**config.mk**
```make
export PLATFORM = sky130hd
export DESIGN_NAME = sync_preset_counter
export DESIGN_NICKNAME = d
export VERILOG_FILES = /design/src/rtl/cnt_pkg.sv /design/src/rtl/cnt_mode_dec.sv /design/src/rtl/cnt_state_reg.sv /design/src/rtl/cnt_term_dec.sv /design/src/rtl/sync_preset_counter.sv
export SDC_FILE = /design/constraint.sdc
export NUM_CORES = 1
export LEC_CHECK = 0
export ABC_AREA = 1
export BUFFER_PORTS_ARGS = -buffer_cell sky130_fd_sc_hd__buf_2
export CAP_MARGIN = 20
export CORE_AREA = 5 5 42 44
export DETAILED_ROUTE_END_ITERATION = 10
export DIE_AREA = 0 0 47 49
export HOLD_SLACK_MARGIN = 0.15
export SYNTH_ARGS = -nofsm -noshare
export SYNTH_HDL_FRONTEND = slang
export SYNTH_SLANG_ARGS = --single-unit
```
**constraint.sdc**
```tcl
create_clock -name clk_i -period 2.05 [get_ports clk_i]
set_input_delay 0.41 -clock clk_i [delete_from_list [all_inputs] [get_ports clk_i]]
set_output_delay 0.41 -clock clk_i [all_outputs]
set_load 0.05 [all_outputs]
```
**src/rtl/cnt_pkg.sv**
```systemverilog
package cnt_pkg;
  typedef enum logic [1:0] {
    MODE_HOLD  = 2'd0,
    MODE_COUNT = 2'd1,
    MODE_LOAD  = 2'd2
  } cnt_mode_e;
endpackage

```
**src/rtl/cnt_mode_dec.sv**
```systemverilog
module cnt_mode_dec
  import cnt_pkg::*;
(
  input  logic      load_ni,
  input  logic      en_par_i,
  input  logic      en_trk_i,
  output cnt_mode_e mode_o
);
  // load beats count beats hold
  always_comb begin
    if (!load_ni)                 mode_o = MODE_LOAD;
    else if (en_par_i && en_trk_i) mode_o = MODE_COUNT;
    else                          mode_o = MODE_HOLD;
  end
endmodule

```
**src/rtl/cnt_state_reg.sv**
```systemverilog
module cnt_state_reg
  import cnt_pkg::*;
#(
  parameter int WIDTH = 4
) (
  input  logic             clk_i,
  input  logic             rst_ni,
  input  cnt_mode_e        mode_i,
  input  logic [WIDTH-1:0] data_i,
  output logic [WIDTH-1:0] q_o
);
  always_ff @(posedge clk_i or negedge rst_ni) begin
    if (!rst_ni) q_o <= '0;
    else begin
      unique case (mode_i)
        MODE_LOAD:  q_o <= data_i;
        MODE_COUNT: q_o <= q_o + 1'b1;
        default:    q_o <= q_o;
      endcase
    end
  end

  AST_MODE_LEGAL: assert property (@(posedge clk_i) disable iff (!rst_ni)
    mode_i inside {MODE_HOLD, MODE_COUNT, MODE_LOAD});
endmodule

```
**src/rtl/cnt_term_dec.sv**
```systemverilog
module cnt_term_dec #(
  parameter int WIDTH = 4
) (
  input  logic [WIDTH-1:0] q_i,
  input  logic             en_trk_i,
  output logic             term_o
);
  logic [WIDTH:0] chain;

  assign chain[0] = en_trk_i;
  for (genvar i = 0; i < WIDTH; i++) begin : g_and
    assign chain[i+1] = chain[i] & q_i[i];
  end
  assign term_o = chain[WIDTH];
endmodule

```
**src/rtl/sync_preset_counter.sv**
```systemverilog
module sync_preset_counter
  import cnt_pkg::*;
#(
  parameter int WIDTH = 4
) (
  input  logic             clk_i,
  input  logic             rst_ni,
  input  logic             load_ni,
  input  logic [WIDTH-1:0] data_i,
  input  logic             en_par_i,
  input  logic             en_trk_i,
  output logic [WIDTH-1:0] count_o,
  output logic             term_o
);
  localparam logic [WIDTH-1:0] ALL_ONES = {WIDTH{1'b1}};

  cnt_mode_e mode;

  cnt_mode_dec u_mode (
    .load_ni (load_ni),
    .en_par_i(en_par_i),
    .en_trk_i(en_trk_i),
    .mode_o  (mode)
  );

  cnt_state_reg #(.WIDTH(WIDTH)) u_state (
    .clk_i (clk_i),
    .rst_ni(rst_ni),
    .mode_i(mode),
    .data_i(data_i),
    .q_o   (count_o)
  );

  cnt_term_dec #(.WIDTH(WIDTH)) u_term (
    .q_i     (count_o),
    .en_trk_i(en_trk_i),
    .term_o  (term_o)
  );

  AST_COUNT_STEP: assert property (@(posedge clk_i) disable iff (!rst_ni)
    (load_ni && en_par_i && en_trk_i) |=> count_o == $past(count_o) + 1'b1);
  AST_RESET_ZERO: assert property (@(posedge clk_i)
    !rst_ni |-> count_o == '0);
  AST_LOAD_WINS: assert property (@(posedge clk_i) disable iff (!rst_ni)
    !load_ni |=> count_o == $past(data_i));
  AST_HOLD_STABLE: assert property (@(posedge clk_i) disable iff (!rst_ni)
    (load_ni && !(en_par_i && en_trk_i)) |=> $stable(count_o));
  AST_TERM_MATCH: assert property (@(posedge clk_i) disable iff (!rst_ni)
    term_o == (en_trk_i && count_o == ALL_ONES));
endmodule

```
# Word-level counts from Yosys, hierarchy flattened
# Cells that the tools add are included.
totals:
  ff_bits: 4
  input_bits: 9
  output_inout_bits: 5
  elab_cells: 13
op_classes:
  add_sub_neg: 1
  n_eq_ne: 2
  mux: 3
  bitwise: 4
  n_reduce_logical: 2
ops:
  columns: ["operator", "n"]
  rows:
  - ["$pmux 4 s2", 1]
  - ["$add 4x1->4 const B", 1]
  - ["$and 1x1->1", 4]
  - ["$eq 2x1->1 const B", 1]
  - ["$eq 2x2->1 const B", 1]
  - ["$mux 2", 1]
  - ["$reduce_bool 2->1", 1]
  - ["$logic_and 1x1->1", 1]
  - ["$mux 1", 1]

# Logic depth before layout (Yosys ltp)
# Gate-level depths: netlist of run 1.
logic_depth:
  word_depth: 5
  ltp_mapped: 7
  mapped_depth_nobuf: 7

# Cells and area by module
# From an unflattened synthesis of run 1, not the netlist that was laid out.
hier_totals:
  cells_unflattened: 41
  area_unflattened_um2: 275.3
modules_own_cells:
  columns: ["mod", "instances", "cells_each", "area_per_inst_um2", "seq_area_each_um2"]
  rows:
  - ["cnt_state_reg", 1, 35, 249.0, 100.1]
  - ["cnt_mode_dec", 1, 3, 13.8, 0.0]
  - ["cnt_term_dec", 1, 3, 12.5, 0.0]

# Least setup slack after synthesis of run 1
# Ideal clock, no wire load.
synth_path:
  path_type: "flip-flop to output port"
  from: "reg u_state.q_o[2]"
  to: "out term_o"
  arrival_time_ns: 2.007
  required_time_ns: 1.640
  slack_ns: -0.367
  stages_incl_launch_ff: 3
  path_buffers: 0
  cell_sequence: "dfrtp_1 nand3_2 nor3b_1"
synth_via:
  elab_chain_cells: 2
synth_lines:
  columns: ["element", "line_no", "text"]
  rows:
  - ["from (decl)", "cnt_state_reg.sv:10", "output logic [WIDTH-1:0] q_o"]
  - ["from (signal assigned)", "cnt_state_reg.sv:16", "MODE_LOAD: q_o <= data_i;"]
  - ["from (signal assigned)", "cnt_state_reg.sv:17", "MODE_COUNT: q_o <= q_o + 1'b1;"]
  - ["from (signal assigned)", "cnt_state_reg.sv:18", "default: q_o <= q_o;"]
  - ["$and 1x1->1 (2 in a row)", "cnt_term_dec.sv:12", "assign chain[i+1] = chain[i] & q_i[i];"]
  - ["to (decl)", "sync_preset_counter.sv:13", "output logic term_o"]
# Every way passes these cells.

# Worst setup path in the final report of run 1
# Ends and elaborated chain as after synthesis.

==> flow_summary_export.csv, run 1 <==
group,metric,value,unit
cells_and_area,nets,68,
sta,drv_slew,0,
placement,globalplace.congestion,0.750,
sta,fin_tns_setup,0,ps
sta,fin_crit_sh,77.6,%
status,status,"finished clean",
power_and_ir_drop,seq_power_share,34.3,%
power_and_ir_drop,clkPwrFrac,33.9,%
cells_and_area,final_util,28.2,%
hold_path,min-delay-start,"data_i[1]",
cts,cts_max_path_buffers,2,
worst_setup_path,arrival,1180,ps
power_and_ir_drop,intPower,0.181,mW
drt,via_per_inst,3.72,
power_and_ir_drop,vdd_drop_max,0.000223,V
worst_setup_path,r2r_setup_slack,1020,ps
cells_and_area,final_common_cell,"nand2_1",
global_routing,track_usage,6.06,%
yosys,synth_top_area_share,36.7,%
cells_and_area,drive_above_1_share,39.3,%
cells_and_area,diodes,0,
global_routing,grt_pass1_wl,972,um
sta,rsz0062_at_grt,"false",
die,start_util,19.5,%
die,ioPinCount,14,
worst_setup_path,end_kind,"primary output",
cts,ctsRootBufferMaster,"clkbuf_4",
power_and_ir_drop,total_power,0.283,mW
yosys,syn-num-nets,49,
worst_setup_path,slowest_delay,400,ps
worst_setup_path,worst-path-max-fanout,5,
power_and_ir_drop,switchingPower,0.102,mW
global_routing,grt_pass1_vias,246,
die,die-height,49,um
cts,ctsHoldBuffers,1,
global_routing,overflow,0,
yosys,synth.distinct_cells,14,
placement,detailed_place_hpwl,548,um
cts,cts-buffers-inserted,3,
placement,port_buffers,13,
cells_and_area,mostFrequentLayoutCells,"15 x nand2_1, 13 x buf_2, 5 x inv_1, 4 x nor2_1, 4 x dfrtp_1",
power_and_ir_drop,switching_share,36.2,%
power_and_ir_drop,p_leak,0.218,nW
drt,vias,268,
worst_setup_path,worst_setup_path_start_kind,"flip-flop",
worst_setup_path,slowest_stage,"dfrtp_1",
drt,first_iter_violations,2,
drt,antenna_left,0,
yosys,synth_top_area_cell,"dfrtp_1",
yosys,synth_area_leaders,"dfrtp_1 37%, nand2_1 21%, inv_1 6.9%, nor2_1 5.5%, ha_1 4.6%",
sta,fmax,629,MHz
drt,routed_wl,635,um
cells_and_area,regMostFlops,"u_state.q_o",
cts,htree_levels,1,
drt,wire_per_inst,8.82,um
cells_and_area,top_regs,"u_state.q_o x4",
global_routing,grt_max_degree,6,
drt,drc_errors,0,
drt,drt-pass1-iter-count,2,
sta,final-setup-viol-count,0,
hold_path,hold_class,"in2reg",
sta,finalCriticalPeriod,1590,ps
worst_setup_path,reg2reg_depth,7,
yosys,ys_warn_count,0,
cells_and_area,largest_reg_flops,4,
power_and_ir_drop,power-per-cell-area,717,nW/um^2
hold_path,whs_path_depth,3,
worst_setup_path,r2r-end,"u_state.q_o[2]",
cts,clock_latency,230,ps
job,max-cap-violations,0,
sta,skew,1.16,ps
die,die_w,47,um
yosys,synth-seq-cells,4,
worst_setup_path,crit_chain,"nand3_2 -> nor3b_2 -> buf_2",
power_and_ir_drop,combPwrFrac,31.8,%
yosys,ys_seq_area_share,36.7,%
die,die_area,2300,sq um
worst_setup_path,reg2reg_from,"u_state.q_o[0]",
yosys,syn_inst,39,
die,rows,14,
sta,fin_hold_ws,397,ps
cts,tritoncts,"done",
sta,max_slew_margin,82.9,%
global_routing,antenna_found_initial,0,
cells_and_area,syn_to_final_growth,45.0,%
cts,post_cts_buffers,0,
die,core-area,1400,sq um
worst_setup_path,worstSetupPathType,"reg2out",
yosys,synth.avg_cell_area,6.99,sq um
sta,worstMarginPinSlew,258,ps
hold_path,worst_hold_path.endpoint,"u_state.q_o[1]",
worst_setup_path,critPathRequiredTime,1640,ps
cts,cts.sinks,4,
sta,hold_viol,0,
cts,post_cts_resize_count,0,
yosys,syn_area,273,sq um
cts,clk_pin_slew,30,ps
[power groups by stage]
stage,Sequential [mW],Clock [mW],Combinational (mW)
3_3_place_gp,0.0975,0,0.0901
5_1_grt,0.0984,0.109,0.0990
6_report,0.0971,0.0961,0.0901
2_1_floorplan,0.129,0,0.0318
4_1_cts,0.0971,0.102,0.0919
3_5_place_dp,0.0982,0,0.0901
[metrics by stage]
stage	setup slack (ps)	cells	cell area [sq um]
CTS	444	72	395
detailed placement	694	68	363
finish	459	72	395
floorplan	115	39	278
global route	368	72	395
global placement	707	68	363
[critical path: cells and delay by family (launching register included)]
kind | cells | cell delay, ps
flip-flops | 1 | 400
AND/OR/NAND/NOR | 2 | 270
buffers and inverters | 1 | 270
[routing by layer]
layer | vias up | wire [um] | global-route usage [%]
met2 | 8 | 300 | 7.47
met1 | 107 | 291 | 8.39
met5 | - | 0 | 0
met3 | 0 | 42 | 1.11
li1 | 153 | - | -
met4 | 0 | 0 | 5.53
[synth_stat cells (all sizes together)]
library cell	count
dfrtp	4
ha	1
inv	6
nand2	16
nand3	3
nor2	5
nor3b	1
o211ai	1
o21bai	1
or2	1
[logic make-up after synthesis]
logic type	after synthesis	share of synthesized area, %
flops	4	36.7
compound gates	2	5.51
buf+inv	6	8.26
fa+ha+maj	1	4.59
simple gates	26	45.0
[how the worst max path moves through the flow]
stage,end,start
final,term_o,u_state.q_o[2]
after detailed placement,term_o,u_state.q_o[2]
after global placement,term_o,u_state.q_o[2]
after global routing,term_o,u_state.q_o[2]
after CTS,term_o,u_state.q_o[2]
after floorplan,term_o,u_state.q_o[2]
[layout make-up]
type	count	area [sq um]
Clock buffer	3	22.5
Fill cell	170	1010
Inverter	6	22.5
Multi-Input combinational cell	29	155
Sequential cell	4	100
Tap cell	16	20.0
Timing Repair Buffer	14	75.1
(Power assumes the default switching activity.)
==> inputs of run 2 (changes only) <==
- clock period: 2.05 -> 1.5 ns (I/O delays scaled with it)
==> flow_summary_export.csv, run 2 (synthesized netlist as in run 1, its figures left out) <==
group,metric,value,unit
placement,place_ws,237,ps
die,die_w,47,um
status,status,"finished clean",
drt,antenna_left,0,
cells_and_area,nets,68,
cells_and_area,mostFrequentLayoutCells,"15 x nand2_1, 12 x buf_2, 5 x inv_1, 4 x nor2_1, 4 x dfrtp_2",
drt,vias,278,
cts,htree_levels,1,
drt,wire_per_inst,9.53,um
power_and_ir_drop,vdd_drop_max,0.000243,V
cells_and_area,syn_to_final_growth,54.1,%
sta,fin_tns_setup,0,ps
cells_and_area,final_common_cell,"nand2_1",
cts,clk_pin_slew,30,ps
worst_setup_path,cp_top_family,"flip-flops",
global_routing,track_usage,6.55,%
die,ioPinCount,14,
worst_setup_path,arrival,1140,ps
sta,fin_hold_ws,302,ps
drt,drt-pass1-iter-count,3,
worst_setup_path,r2r-end,"u_state.q_o[2]",
hold_path,min-delay-start,"data_i[1]",
worst_setup_path,slowest_stage,"dfrtp_2",
cells_and_area,drive_above_1_share,46.4,%
cells_and_area,largest_reg_flops,4,
worst_setup_path,reg2reg_depth,7,
sta,worstMarginPinSlew,249,ps
worst_setup_path,worstSetupPathType,"reg2out",
placement,port_buffers,13,
job,max-cap-violations,0,
hold_path,hold_class,"in2reg",
placement,detailed_place_hpwl,536,um
power_and_ir_drop,power-per-cell-area,951,nW/um^2
sta,hold_viol,0,
power_and_ir_drop,p_leak,0.219,nW
global_routing,antenna_found_initial,0,
sta,fin_crit_sh,96.0,%
sta,fmax,694,MHz
cts,cts_max_path_buffers,2,
cts,cts-buffers-inserted,3,
sta,final-setup-viol-count,0,
placement,dp.cells,68,
cells_and_area,regMostFlops,"u_state.q_o",
global_routing,grt_pass1_vias,273,
worst_setup_path,path_buf_inv,1,
worst_setup_path,reg2reg_from,"u_state.q_o[0]",
drt,first_iter_violations,5,
cells_and_area,stdcell_count,72,
cts,tritoncts,"done",
drt,routed_wl,686,um
worst_setup_path,critPathRequiredTime,1200,ps
drt,drc_errors,0,
cells_and_area,top_regs,"u_state.q_o x4",
global_routing,grt_pass1_wl,1.06,mm
cells_and_area,fill_cells,158,
placement,globalplace.congestion,0.663,
worst_setup_path,path_depth,3,
cts,clock_latency,230,ps
hold_path,worst_hold_path.endpoint,"u_state.q_o[1]",
cells_and_area,diodes,0,
cts,post_cts_buffers,0,
worst_setup_path,end_kind,"primary output",
sta,layout_setup_ws,59.4,ps
cts,cts.sinks,4,
die,die-height,49,um
sta,skew,5.55,ps
worst_setup_path,worst-path-max-fanout,5,
sta,finalCriticalPeriod,1440,ps
sta,rsz0062_at_grt,"false",
worst_setup_path,r2r_setup_slack,410,ps
global_routing,grt_max_degree,6,
sta,drv_slew,0,
die,die_area,2300,sq um
drt,via_per_inst,3.86,
worst_setup_path,slowest_delay,410,ps
sta,max_slew_margin,83.5,%
cts,ctsRootBufferMaster,"clkbuf_4",
hold_path,whs_path_depth,3,
worst_setup_path,worst_setup_path_start_kind,"flip-flop",
global_routing,overflow,0,
die,core-area,1400,sq um
die,start_util,19.5,%
die,rows,14,
worst_setup_path,crit_chain,"nand3_4 -> nor3b_4 -> buf_6",
-- run 2: cell counts in the layout (fill, tap and decap cells not counted) --
No cell type changed its count.
-- run 2: per-layer routing --
| metal | up-vias | global-route usage, % | routed length (um) |
|---|---|---|---|
| met5 | - | 0 | 0 |
| met4 | 0 | 8.29 | 19 |
| met3 | 2 | 0 | 29 |
| met2 | 8 | 7.92 | 304 |
| met1 | 110 | 8.81 | 332 |
| li1 | 158 | - | - |
-- run 2: worst max-delay path by stage --
stage	start	to	slack [ps]
floorplan	u_state.q_o[2]	term_o	10
global placement	u_state.q_o[2]	term_o	250
detailed placement	u_state.q_o[2]	term_o	240
CTS	u_state.q_o[2]	term_o	20
global route	u_state.q_o[2]	term_o	10
finish	u_state.q_o[2]	term_o	60
-- run 2: per-stage QoR --
| stage | utilization (%) | total power, mW | area (sq um) |
|---|---|---|---|
| after global placement | 27.2 | 0.266 | 382 |
| after global routing | 30.0 | 0.422 | 420 |
| after floorplan | - | 0.229 | 297 |
| after CTS | 29.7 | 0.407 | 417 |
| after detailed placement | 27.2 | 0.266 | 382 |
| final | 30.0 | 0.400 | 420 |
-- run 2: cell type report --
type / instances / area, sq um / area share [%]
multi-input combinational: 29 / 169 / 40.2
sequential: 4 / 105 / 25.0
inverter: 6 / 22.5 / 5.36
clock buffer: 3 / 22.5 / 5.36
timing repair buffer: 14 / 81.3 / 19.3
tap: 16 / 20.0 / 4.76
-- run 2: power breakdown --
part	internal, mW	switching, mW	leakage (nW)
registers	0.123	0.0180	0.0432
clock network	0.0893	0.0418	0.0138
logic	0.0403	0.0874	0.162
total	0.252	0.147	0.219
-- run 2: tightest hold or removal path: cells and delay by family --
family        cells  cell delay [ps]
buf+inv           1               80
simple gates      2              120
-- run 2: repair_timing --
action | CTS | global route
hold endpoints to repair | 4 | 0
hold buffers | 1 | 0
resized for setup | 1 | 1
setup endpoints to repair | 1 | 1
